===== src/rtl/tlb2_pkg.sv =====
package tlb2_pkg;
  typedef enum logic [1:0] {
    ACC_READ  = 2'b00,
    ACC_WRITE = 2'b01,
    ACC_FETCH = 2'b10,
    ACC_PROBE = 2'b11
  } acc_e;
endpackage


===== src/rtl/tlb2_way.sv =====
// One way of the set: valid, most-recent mark, page tag and cached entry word.
module tlb2_way #(
  parameter int TAG_W = 20,
  parameter int PTE_W = 32,
  parameter int C_BIT = 7
) (
  input  logic             clk,
  input  logic             rst,
  input  logic             fill_en,
  input  logic [TAG_W-1:0] fill_tag,
  input  logic [PTE_W-1:0] fill_pte,
  input  logic             mru_set,
  input  logic             mru_clr,
  input  logic             c_set,
  output logic             vld,
  output logic             mru,
  output logic [TAG_W-1:0] tag,
  output logic [PTE_W-1:0] pte
);
  always_ff @(posedge clk) begin
    if (rst) begin
      vld <= 1'b0;
      mru <= 1'b0;
      tag <= '0;
      pte <= '0;
    end else begin
      if (fill_en) begin
        vld <= 1'b1;
        tag <= fill_tag;
        pte <= fill_pte;
      end else if (c_set) begin
        pte[C_BIT] <= 1'b1;
      end
      if (mru_set)      mru <= 1'b1;
      else if (mru_clr) mru <= 1'b0;
    end
  end
endmodule


===== src/rtl/tlb2_victim.sv =====
// Replacement choice: first invalid way, else the way not marked most recent.
module tlb2_victim (
  input  logic [1:0] vld,
  input  logic [1:0] mru,
  output logic       victim
);
  always_comb begin
    if (!vld[0])      victim = 1'b0;
    else if (!vld[1]) victim = 1'b1;
    else              victim = mru[0];
  end
endmodule


===== src/rtl/tlb2_set.sv =====
module tlb2_set
  import tlb2_pkg::*;
#(
  parameter int VA_W       = 32,
  parameter int PTE_W      = 32,
  parameter int PAGE_SHIFT = 12,
  parameter int C_BIT      = 7
) (
  input  logic             clk,
  input  logic             rst,
  input  logic             lk_valid,
  input  logic [VA_W-1:0]  lk_vaddr,
  input  logic [1:0]       lk_kind,
  input  logic             fill_valid,
  input  logic [VA_W-1:0]  fill_vaddr,
  input  logic [PTE_W-1:0] fill_pte,
  input  logic [1:0]       fill_kind,
  output logic             rsp_valid,
  output logic             rsp_hit,
  output logic [PTE_W-1:0] rsp_paddr
);
  localparam int TAG_W = VA_W - PAGE_SHIFT;
  localparam int NWAY  = 2;

  acc_e lk_acc, fill_acc;
  assign lk_acc   = acc_e'(lk_kind);
  assign fill_acc = acc_e'(fill_kind);

  logic [TAG_W-1:0] lk_tag;
  assign lk_tag = lk_vaddr[VA_W-1:PAGE_SHIFT];

  logic [NWAY-1:0]  vld, mru, match, fill_en, mru_set, mru_clr, c_set;
  logic [TAG_W-1:0] tag [NWAY];
  logic [PTE_W-1:0] pte [NWAY];

  logic             victim, hit_way, hit_any, need_c, good, touch, fill_go;
  logic [PTE_W-1:0] hit_pte;

  tlb2_victim u_victim (.vld(vld), .mru(mru), .victim(victim));

  // Lookup decode; way 0 wins when both ways match
  always_comb begin
    hit_any = |match;
    hit_way = match[0] ? 1'b0 : 1'b1;
    hit_pte = pte[hit_way];
    need_c  = (lk_acc == ACC_WRITE) && !hit_pte[C_BIT];
    good    = lk_valid && hit_any && !need_c;
    touch   = good && (lk_acc != ACC_PROBE);
    fill_go = fill_valid && (fill_acc != ACC_PROBE);
  end

  for (genvar w = 0; w < NWAY; w++) begin : g_way
    assign match[w]   = vld[w] && (tag[w] == lk_tag);
    assign fill_en[w] = fill_go && (victim == 1'(w));
    assign mru_set[w] = fill_go ? (victim == 1'(w))  : (touch && hit_way == 1'(w));
    assign mru_clr[w] = fill_go ? (victim != 1'(w))  : (touch && hit_way != 1'(w));
    assign c_set[w]   = lk_valid && hit_any && need_c && (hit_way == 1'(w));

    tlb2_way #(.TAG_W(TAG_W), .PTE_W(PTE_W), .C_BIT(C_BIT)) u_way (
      .clk     (clk),
      .rst     (rst),
      .fill_en (fill_en[w]),
      .fill_tag(fill_vaddr[VA_W-1:PAGE_SHIFT]),
      .fill_pte(fill_pte),
      .mru_set (mru_set[w]),
      .mru_clr (mru_clr[w]),
      .c_set   (c_set[w]),
      .vld     (vld[w]),
      .mru     (mru[w]),
      .tag     (tag[w]),
      .pte     (pte[w])
    );
  end

  // Registered response
  always_ff @(posedge clk) begin
    if (rst) begin
      rsp_valid <= 1'b0;
      rsp_hit   <= 1'b0;
      rsp_paddr <= '0;
    end else begin
      rsp_valid <= lk_valid;
      rsp_hit   <= good;
      rsp_paddr <= good ? {hit_pte[PTE_W-1:PAGE_SHIFT], lk_vaddr[PAGE_SHIFT-1:0]} : '0;
    end
  end

  // at most one way carries the most-recent mark
  a_r5_mru_onehot: assert property (@(posedge clk) disable iff (rst) $onehot0(mru));
  // the filled way is valid and most recent afterwards
  a_r5_fill_mru: assert property (@(posedge clk) disable iff (rst)
    fill_go |=> (vld[$past(victim)] && mru[$past(victim)]));
  // a write to an unmodified cached entry answers miss and marks the copy
  a_r8_c_miss: assert property (@(posedge clk) disable iff (rst)
    (lk_valid && !fill_valid && lk_acc == ACC_WRITE && hit_any && !hit_pte[C_BIT])
    |=> (!rsp_hit && pte[$past(hit_way)][C_BIT]));
  // a probe-kind fill changes nothing
  a_r9_probe_fill: assert property (@(posedge clk) disable iff (rst)
    (fill_valid && fill_acc == ACC_PROBE && !lk_valid) |=> ($stable(vld) && $stable(mru)));
  // a probe lookup leaves the replacement marks alone
  a_r7_probe_mru: assert property (@(posedge clk) disable iff (rst)
    (lk_valid && lk_acc == ACC_PROBE && !fill_valid) |=> $stable(mru));
  // a miss returns a zero address
  a_r2_miss_zero: assert property (@(posedge clk) disable iff (rst)
    (rsp_valid && !rsp_hit) |-> (rsp_paddr == '0));
endmodule


===== config.mk =====
export PLATFORM = sky130hd
export DESIGN_NAME = tlb2_set
export DESIGN_NICKNAME = d
export VERILOG_FILES = /design/src/rtl/tlb2_pkg.sv /design/src/rtl/tlb2_way.sv /design/src/rtl/tlb2_victim.sv /design/src/rtl/tlb2_set.sv
export SDC_FILE = /design/constraint.sdc
export NUM_CORES = 1
export LEC_CHECK = 0
export ABC_AREA = 1
export BUFFER_PORTS_ARGS = -buffer_cell sky130_fd_sc_hd__buf_2
export CORE_ASPECT_RATIO = 0.8
export CORE_MARGIN = 10
export CORE_UTILIZATION = 40
export DETAILED_ROUTE_END_ITERATION = 16
export GPL_ROUTABILITY_DRIVEN = 0
export HOLD_SLACK_MARGIN = 0.1
export PLACE_DENSITY = 0.61
export SYNTH_ARGS = -nofsm -noshare
export SYNTH_HDL_FRONTEND = slang
export SYNTH_HIERARCHICAL = 1
export SYNTH_SLANG_ARGS = --single-unit

===== constraint.sdc =====
create_clock -name clk -period 1.49 [get_ports clk]
set_input_delay 0.149 -clock clk [delete_from_list [all_inputs] [get_ports clk]]
set_output_delay 0.149 -clock clk [all_outputs]
set_load 0.03 [all_outputs]

==> results of run 1 <==
-- final timing paths --
path              slack (ns)  depth (start not counted)             startpoint                 end
setup / recovery       -0.31                         15  g_way[1].u_way/tag[6]  g_way[0].u_way/mru
hold / removal          0.22                          6             lk_kind[1]  g_way[0].u_way/mru
setup reg to reg       -0.31                         15  g_way[1].u_way/tag[6]  g_way[0].u_way/mru
hold reg to reg         0.47                          2     g_way[0].u_way/mru  g_way[0].u_way/mru
-- final cells by class --
class / instances / share of cell area, %
Clock buffer: 17 / 5.51
Clock inverter: 15 / 1.72
Inverter: 97 / 5.07
Multi-Input combinational cell: 506 / 32.1
Sequential cell: 119 / 31.1
Tap cell: 180 / 2.91
Timing Repair Buffer: 207 / 21.5
Timing Repair inverter: 1 / 0.113
-- power groups by stage --
stage	sequential [mW]	combinational [mW]	clock (mW)
floorplan	3.50	0.617	0
global placement	3.51	0.843	0
detailed placement	3.52	0.847	0
CTS	3.45	0.977	3.90
global route	3.48	1.17	4.06
finish	3.46	1.04	3.84
-- through the flow --
stage	TNS (ns)	cells	util, %	hold WS, ns	cell area (µm²)
floorplan	-0.863	761	-	0.218	5600
global placement	-7.71	1039	45.5	0.366	6200
detailed placement	-9.36	1039	45.5	0.372	6200
global route	-16.16	1142	56.6	0.241	7730
CTS	-8.85	1133	54.9	0.162	7480
finish	-9.46	1142	56.6	0.222	7730
-- registers in the layout, indices dropped and copies added (netlist names) --
| register | count |
|---|---|
| g_way.u_way/mru | 1 |
| g_way.u_way/pte | 42 |
| g_way.u_way/tag | 40 |
| g_way.u_way/vld | 2 |
| rsp_hit | 1 |
| rsp_paddr | 32 |
| rsp_valid | 1 |
-- tightest hold or removal path, cell delays in order --
cell     delay [ns]
buf_2          0.09
nand2_1        0.08
nand4_1        0.11
nand2_1        0.06
inv_1          0.05
a21oi_1        0.05
-- cell usage in the layout, fill, tap and decap left out, types with 3 or more instances in the layout --
master,count
clkinv_4,5
nor2_1,170
buf_2,114
buf_6,9
buf_4,12
nand3_1,3
or2_2,3
clkinvlp_4,4
o21ai_1,32
clkbuf_16,21
nand2_2,5
nand2_1,163
nand4_1,3
nor2_2,20
clkinv_2,4
o21ai_0,56
buf_12,9
inv_1,82
dfxtp_2,13
xnor2_1,3
dlygate4sd3_1,56
nor2_4,36
dfxtp_1,105
inv_2,12
-- layer usage --
layer	part of all wire (%)	wire [µm]	GRT usage [%]	vias to the layer above
li1	-	-	-	2664
met1	48	7720	20.9	2242
met2	45	7080	24.9	138
met3	5.6	896	3.88	18
met4	1.4	217	5.82	0
met5	0	0	0	-
-- repair_timing --
| item | CTS | global route |
|---|---|---|
| cloned | 2 | 5 |
| pin swaps | 13 | 24 |
| setup endpoints to repair | 36 | 87 |
| hold endpoints to repair | 98 | 0 |
| gates resized for setup | 21 | 54 |
| buffers inserted | 5 | 5 |
| hold buffers | 56 | 0 |
==> flow_summary_export.csv, run 1 <==
group,metric,value,unit
cells_and_area,multi_input_area,2480,µm²
logic_synthesis,synth_cells,761,
sta,rsz0062_at_grt,"true",
critical_path,endpoint_kind,"flop",
detailed_routing,viasPerCell,4.43,
detailed_routing,antenna_left,0,
place,place_ws,-0.307,ns
pwr,switching_share,26.7,%
outcome,status,"finished, violations left",
outcome,failed_checks,"negative setup slack",
pwr,seqPwrFrac,41.5,%
global_route,grt.total_usage,15.9,%
pwr,p_switching,2.23,mW
sta,fin_worst_skew,0.0103,ns
place,post-dp-hpwl,10200,µm
detailed_routing,finalWirelength,15900,µm
pwr,finalPower,8.34,mW
cells_and_area,seq_area,2400,µm²
pwr,internal_power,6.11,mW
sta,finalCritPeriodShare,121,%
logic_synthesis,syn_nets,865,
critical_path,criticalPathCategory,"reg2reg",
detailed_routing,drc_errors,0,
critical_path,cp_max_fo,3,
clocking,cts_num_sinks,119,
min_path,hold_path.class,"in2reg",
critical_path,critPathMaxStageDelay,0.35,ns
logic_synthesis,netlist_area,5590,µm²
global_route,grt_max_degree,42,
critical_path,worstSetupStartpointType,"flop",
floorplan,initial_core_util,40.9,%
critical_path,crit_buf_inv,4,
floorplan,core.rowCount,38,
sta,drv_slew,0,
pwr,power_frac_comb,12.5,%
clocking,cts.htree.levels,4,
cells_and_area,n_fill_cell,1309,
critical_path,cpMostUsedCell,"nand2_1",
detailed_routing,drtPass1Iterations,5,
critical_path,required,1.79,ns
place,io_buffer_count,114,
cells_and_area,drive_above_1_share,29.7,%
detailed_routing,drt_iter0_markers,260,
floorplan,pin_count,138,
global_route,antenna_found_initial,0,
floorplan,die_width,152,µm
clocking,clk_pin_slew_worst_paths,0.06,ns
logic_synthesis,yosys_warnings,6,
clocking,clockBufferDepth,2,
cells_and_area,area_delta_synth_final,38.3,%
global_route,gr-total-overflow,0,
critical_path,cpMaxStageDelayCell,"dfxtp_1",
critical_path,cp.arrival,2.10,ns
detailed_routing,vias,5062,
global_route,grt_pass1_wl,25300,µm
clocking,cts_tree,"built",
clocking,root_buffer,"clkbuf_16",
critical_path,cp_cell_sequence,"inv_1 > nand2_1 > nand2_1 > nor2_1 > nand2_1 > nor2_1 > nand3_1 > a21oi_4 > buf_6 > buf_6 > nand4_1 > nand2_1 > inv_1 > nand2_1 > a21oi_1",
pwr,p_clk_share,46.0,%
pwr,pwr_density_cell,1080,nW/µm²
pwr,leakage,3.68,nW
detailed_routing,wire_per_inst,13.9,µm
critical_path,crit_family,"simple AND/OR/NAND/NOR gates",
cells_and_area,diodes,0,
sta,fmax,0.555,GHz
floorplan,die_y,126,µm
sta,hold_viol_final,0,
floorplan,coreArea,13600,µm²
global_route,first_global_vias,5069,
run,drv_cap,0,
cells_and_area,fin_nets,1053,
floorplan,dieArea,19100,µm²
sta,fin_ws,-0.311,ns
pwr,peakVddDrop,0.793,mV
sta,setup_violations,36,
sta,worst_pin_slew,0.327,ns
sta,timing.final.crit_period,1.80,ns
clocking,clk_latency,0.42,ns
sta,maxSlewHeadroom,78.2,%
clocking,cts_buffers,17,
logic_synthesis,postSynthAreaPerCell,7.34,µm²
Power figures use the tool's default switching activity.
==> inputs of run 2 (changes only) <==
--- a/config.mk
+++ b/config.mk
@@ -16,2 +16,3 @@
 export PLACE_DENSITY = 0.61
+export SETUP_SLACK_MARGIN = 0.05
 export SYNTH_ARGS = -nofsm -noshare
--- a/constraint.sdc
+++ b/constraint.sdc
@@ -3,2 +3,2 @@
 set_output_delay 0.149 -clock clk [all_outputs]
-set_load 0.03 [all_outputs]
+set_load 0.1 [all_outputs]
==> run 2 against run 1 <==
The run still ends with negative setup slack left. Clock-buffer cell count rose by 5. Final cell count is 0.35% lower. Combinational power about the same. Critical endpoint is now rsp_paddr[12]. Largest cell class unchanged. Largest power group unchanged.
==> flow_summary_export.csv, run 2 (synthesized netlist as in run 1, its figures left out) <==
group,metric,value,unit
sta,worst_pin_slew,0.498,ns
sta,rsz0062_at_grt,"true",
global_route,gr-total-overflow,0,
clocking,cts_buffers,17,
cells_and_area,drive_above_1_share,29.2,%
detailed_routing,wire_per_inst,13.9,µm
floorplan,die_width,152,µm
cells_and_area,layout.cells.non_filler,1138,
cells_and_area,largestRegisters,"g_way.u_way/pte (42), g_way.u_way/tag (40), rsp_paddr (32)",
pwr,peakVddDrop,0.944,mV
place,placed_area,6270,µm²
detailed_routing,drc_errors,0,
outcome,status,"finished, violations left",
cells_and_area,largest_reg_flops,42,
place,io_buffer_count,114,
global_route,grt.total_usage,16.3,%
floorplan,dieArea,19100,µm²
floorplan,core.rowCount,38,
cells_and_area,fin_nets,1050,
global_route,grt_pass1_wl,25600,µm
sta,fmax,0.578,GHz
min_path,hold_start,"lk_kind[0]",
cells_and_area,fin_area,7740,µm²
place,dpl.cell_count,1044,
critical_path,criticalPathCategory,"reg2reg",
global_route,first_global_vias,5078,
pwr,pwr_density_cell,1120,nW/µm²
floorplan,die_y,126,µm
outcome,failed_checks,"negative setup slack",
detailed_routing,drtPass1Iterations,5,
min_path,hold_path.class,"in2reg",
detailed_routing,antenna_left,0,
detailed_routing,vias,5049,
critical_path,reg2reg_slack,-0.24,ns
clocking,clk_pin_slew_worst_paths,0.05,ns
detailed_routing,finalWirelength,15800,µm
sta,setup_violations,36,
pwr,finalPower,8.67,mW
critical_path,cp-startpoint,"g_way[0].u_way/tag[15]",
sta,finalCritPeriodShare,116,%
cells_and_area,layout.cells.most_common,"nor2_1",
critical_path,endpoint_kind,"flop",
critical_path,r2r_start,"g_way[0].u_way/tag[15]",
sta,drv_slew,0,
run,drv_cap,0,
floorplan,pin_count,138,
cells_and_area,area_delta_synth_final,38.6,%
clocking,cts_num_sinks,119,
floorplan,coreArea,13600,µm²
critical_path,worstSetupStartpointType,"flop",
cells_and_area,diodes,0,
clocking,cts.htree.levels,4,
critical_path,cp.arrival,2.08,ns
global_route,antenna_found_initial,0,
cells_and_area,fin_util,56.7,%
clocking,root_buffer,"clkbuf_16",
detailed_routing,viasPerCell,4.44,
floorplan,initial_core_util,40.9,%
clocking,clk_latency,0.41,ns
global_route,grt_max_degree,42,
sta,maxSlewHeadroom,67.1,%
critical_path,required,1.84,ns
place,post-dp-hpwl,10500,µm
detailed_routing,drt_iter0_markers,275,
sta,timing.final.crit_period,1.73,ns
sta,fin_worst_skew,0.00641,ns
sta,hold_slack,0.210,ns
cells_and_area,most-common-layout-cells,"nor2_1 (169), nand2_1 (161), buf_2 (114), dfxtp_1 (111), inv_1 (82)",
clocking,cts_tree,"built",
sta,fin_ws,-0.240,ns
pwr,leakage,3.70,nW
sta,hold_viol_final,0,
clocking,clockBufferDepth,2,
critical_path,cp_max_fo,6,
cells_and_area,largest-register,"g_way.u_way/pte",
run 2: changes by cell type in the layout (fill, tap and decap cells not counted), sizes merged:
cell	previous run	this run
clkinv	10	6
bufbuf	0	1
buf	147	149
dlygate4sd3	56	55
inv	98	97
bufinv	1	3
clkinvlp	4	0
clkbuf	21	22
run 2: path summary, 6_finish.rpt:
path,end,cells after the start
setup / recovery,rsp_paddr[12],9
hold / removal,g_way[0].u_way/mru,6
setup reg to reg,rsp_paddr[12],9
hold reg to reg,g_way[0].u_way/mru,2
run 2: area by class of cell:
class	count	area [µm²]
Clock buffer	22	474
Timing Repair Buffer	205	1620
Tap cell	180	225
Fill cell	1278	5900
Multi-Input combinational cell	506	2520
Clock inverter	9	124
Sequential cell	119	2390
Inverter	97	387
run 2: what timing repair did:
| action | in CTS | in global routing |
|---|---|---|
| pin swaps | 12 | 14 |
| setup endpoints to repair | 76 | 97 |
| endpoints found under the hold margin | 98 | 0 |
| setup buffers | 3 | 1 |
| gates resized for setup | 26 | 30 |
| cloned | 3 | 1 |
| hold buffers | 55 | 0 |
run 2: critical path, stage by stage (launching register included):
cell	delay (ns)
dfxtp_2	0.32
xnor2_1	0.18
nand3_2	0.16
nor2_4	0.17
nand3_4	0.13
a21oi_4	0.19
nand3b_4	0.12
buf_12	0.17
buf_16	0.15
nor2_4	0.07
run 2: through the flow:
step / TNS [ns] / setup WS, ns
after global placement: -10.37 / -0.305
after detailed placement: -10.13 / -0.301
final: -7.70 / -0.240
after global routing: -12.41 / -0.385
after floorplan: -0.854 / -0.0293
after CTS: -8.37 / -0.256
run 2: power breakdown:
part           internal (mW)  total, mW  switching (mW)
registers               3.36       3.46          0.0985
clock network           2.74       4.16            1.42
logic                  0.464       1.05           0.590
total                   6.56       8.67            2.11
run 2: metal layers:
metal	GRT usage (%)	vias up	share of wire, %
met1	20.8	2257	47
met5	0	-	0
met3	3.88	15	5.4
met2	26.0	123	46
li1	-	2654	-
met4	6.78	0	1.5
==> inputs of run 3 (changes only) <==
- PLACE_DENSITY: 0.61 -> 0.59
- clock period: 1.49 -> 2.2 ns (I/O delays scaled with it)
==> run 3 against run 2 <==
The run now ends clean. Cell area down 7.1%. Sequential power down 32%. Clock power down 32%. Hold slack got worse by 0.060 ns. Via count fell by 4.0%. Wire length down 7.2%. Fmax shrank 11%. Global-route usage decreased by 0.59 points. Die area did not move. Total power fell by 33%. Largest cell class unchanged. Highest routed layer unchanged.
==> flow_summary_export.csv, run 3 (synthesized netlist as in run 1, its figures left out) <==
group,metric,value,unit
outcome,status,"finished, final reports clean",
critical_path,critPathMaxStageDelay,0.34,ns
sta,maxSlewHeadroom,51.6,%
floorplan,dieArea,19100,µm²
sta,timing.final.crit_period,1.94,ns
sta,setup-tns-final,0,ns
critical_path,rr_worst_depth,12,
critical_path,reg2reg_slack,0.26,ns
cells_and_area,area_delta_synth_final,28.8,%
floorplan,die_width,152,µm
critical_path,reg2reg_to,"rsp_paddr[28]",
clocking,clk_latency,0.41,ns
detailed_routing,drc_errors,0,
critical_path,crit_family,"simple AND/OR/NAND/NOR gates",
floorplan,initial_core_util,40.9,%
detailed_routing,drtPass1Iterations,5,
min_path,hold_start,"fill_pte[7]",
detailed_routing,finalWirelength,14700,µm
clocking,cts_buffers,17,
critical_path,cpMaxStageDelayCell,"dfxtp_1",
sta,rsz0062_at_grt,"true",
global_route,first_global_vias,4876,
pwr,finalPower,5.78,mW
cells_and_area,diodes,0,
run,drv_cap,0,
clocking,cts_tree,"built",
critical_path,cp.arrival,2.24,ns
sta,fin_worst_skew,0.00771,ns
detailed_routing,vias,4849,
global_route,grt.total_usage,15.7,%
clocking,cts.htree.levels,4,
pwr,pwr_density_cell,803,nW/µm²
critical_path,cpMostUsedCell,"nand2_1",
sta,hold_viol_final,0,
global_route,grt_pass1_wl,24900,µm
min_path,min_to,"g_way[1].u_way/pte[7]",
sta,setup_violations,0,
critical_path,worstSetupStartpointType,"flop",
clocking,cts_num_sinks,119,
place,post-dp-hpwl,9610,µm
clocking,clockBufferDepth,2,
detailed_routing,drt_iter0_markers,323,
sta,finalCritPeriodShare,88.1,%
place,dpl.cell_count,1025,
critical_path,cp_cell_sequence,"inv_1 > nand2_1 > nand2_1 > nor2_1 > nand2_1 > nor2_2 > nand3_4 > nand2_1 > nand3_2 > nand3b_4 > buf_4 > nor2_4",
place,io_buffer_count,114,
cells_and_area,largest_reg_flops,42,
place,placed_area,6040,µm²
critical_path,criticalPathCategory,"reg2reg",
sta,worst_pin_slew,0.724,ns
critical_path,required,2.50,ns
floorplan,core.rowCount,38,
clocking,root_buffer,"clkbuf_16",
sta,fmax,0.516,GHz
floorplan,die_y,126,µm
pwr,peakVddDrop,0.596,mV
cells_and_area,layout.cells.most_common,"nor2_1",
global_route,gr-total-overflow,0,
global_route,grt_max_degree,42,
detailed_routing,viasPerCell,4.36,
cells_and_area,most-common-layout-cells,"nor2_1 (175), nand2_1 (168), dfxtp_1 (119), buf_2 (114), inv_1 (87)",
detailed_routing,antenna_left,0,
min_path,hold_depth,5,
detailed_routing,wire_per_inst,13.2,µm
sta,fin_ws,0.263,ns
cells_and_area,largestRegisters,"g_way.u_way/pte (42), g_way.u_way/tag (40), rsp_paddr (32)",
critical_path,r2r_start,"g_way[0].u_way/tag[1]",
pwr,leakage,3.47,nW
floorplan,pin_count,138,
sta,drv_slew,0,
cells_and_area,drive_above_1_share,23.7,%
critical_path,endpoint_kind,"flop",
critical_path,cp_max_fo,11,
min_path,hold_path.class,"in2reg",
clocking,clk_pin_slew_worst_paths,0.05,ns
cells_and_area,fin_area,7200,µm²
cells_and_area,fin_util,52.7,%
cells_and_area,layout.cells.non_filler,1112,
cells_and_area,fin_nets,1023,
sta,hold_slack,0.150,ns
place,place_ws,0.233,ns
floorplan,coreArea,13600,µm²
critical_path,crit_buf_inv,2,
cells_and_area,largest-register,"g_way.u_way/pte",
cells_and_area,n_fill_cell,1331,
global_route,antenna_found_initial,0,
run 3: worst max path at each step:
stage	cells after the start	endpoint	slack, ns	start
finish	12	rsp_paddr[28]	0.26	g_way[0].u_way/tag[1]
global route	12	rsp_paddr[31]	0.05	g_way[0].u_way/tag[10]
CTS	9	rsp_paddr[31]	0.25	g_way[0].u_way/tag[12]
detailed placement	10	rsp_paddr[2]	0.23	lk_vaddr[24]
global placement	10	rsp_paddr[31]	0.25	lk_vaddr[24]
floorplan	12	rsp_paddr[10]	0.65	g_way[0].u_way/tag[6]
run 3: per-layer routing:
layer	up-vias	track usage, %	share of wire, %
li1	2604	-	-
met1	2110	20.8	49
met2	116	24.8	44
met3	19	3.98	5.4
met4	0	4.58	1.3
met5	-	0	0
run 3: worst register-to-register path, cell delays in order, from the launching register on:
cell	delay, ns
dfxtp_1	0.34
inv_1	0.05
nand2_1	0.07
nand2_1	0.05
nor2_1	0.10
nand2_1	0.09
nor2_2	0.17
nand3_4	0.20
nand2_1	0.13
nand3_2	0.14
nand3b_4	0.14
buf_4	0.29
nor2_4	0.05
run 3: area by class of cell:
type | instances | area (µm²) | area share (%)
Clock inverter | 9 | 123 | 1.70
Sequential cell | 119 | 2380 | 33.1
Tap cell | 180 | 225 | 3.13
Multi-Input combinational cell | 506 | 2400 | 33.4
Clock buffer | 23 | 478 | 6.64
Inverter | 97 | 379 | 5.27
Timing Repair Buffer | 178 | 1210 | 16.8
run 3: power breakdown:
group | internal [mW] | switching [mW] | total (mW)
Combinational | 0.261 | 0.364 | 0.625
Sequential | 2.27 | 0.0640 | 2.34
Clock | 1.86 | 0.958 | 2.82
Total | 4.39 | 1.39 | 5.78
run 3: what timing repair did:
action | CTS | global route
hold buffers | 55 | 0
setup buffers | 0 | 0
endpoints found under the setup margin | 0 | 1
hold endpoints to repair | 96 | 0
resized for setup | 0 | 1
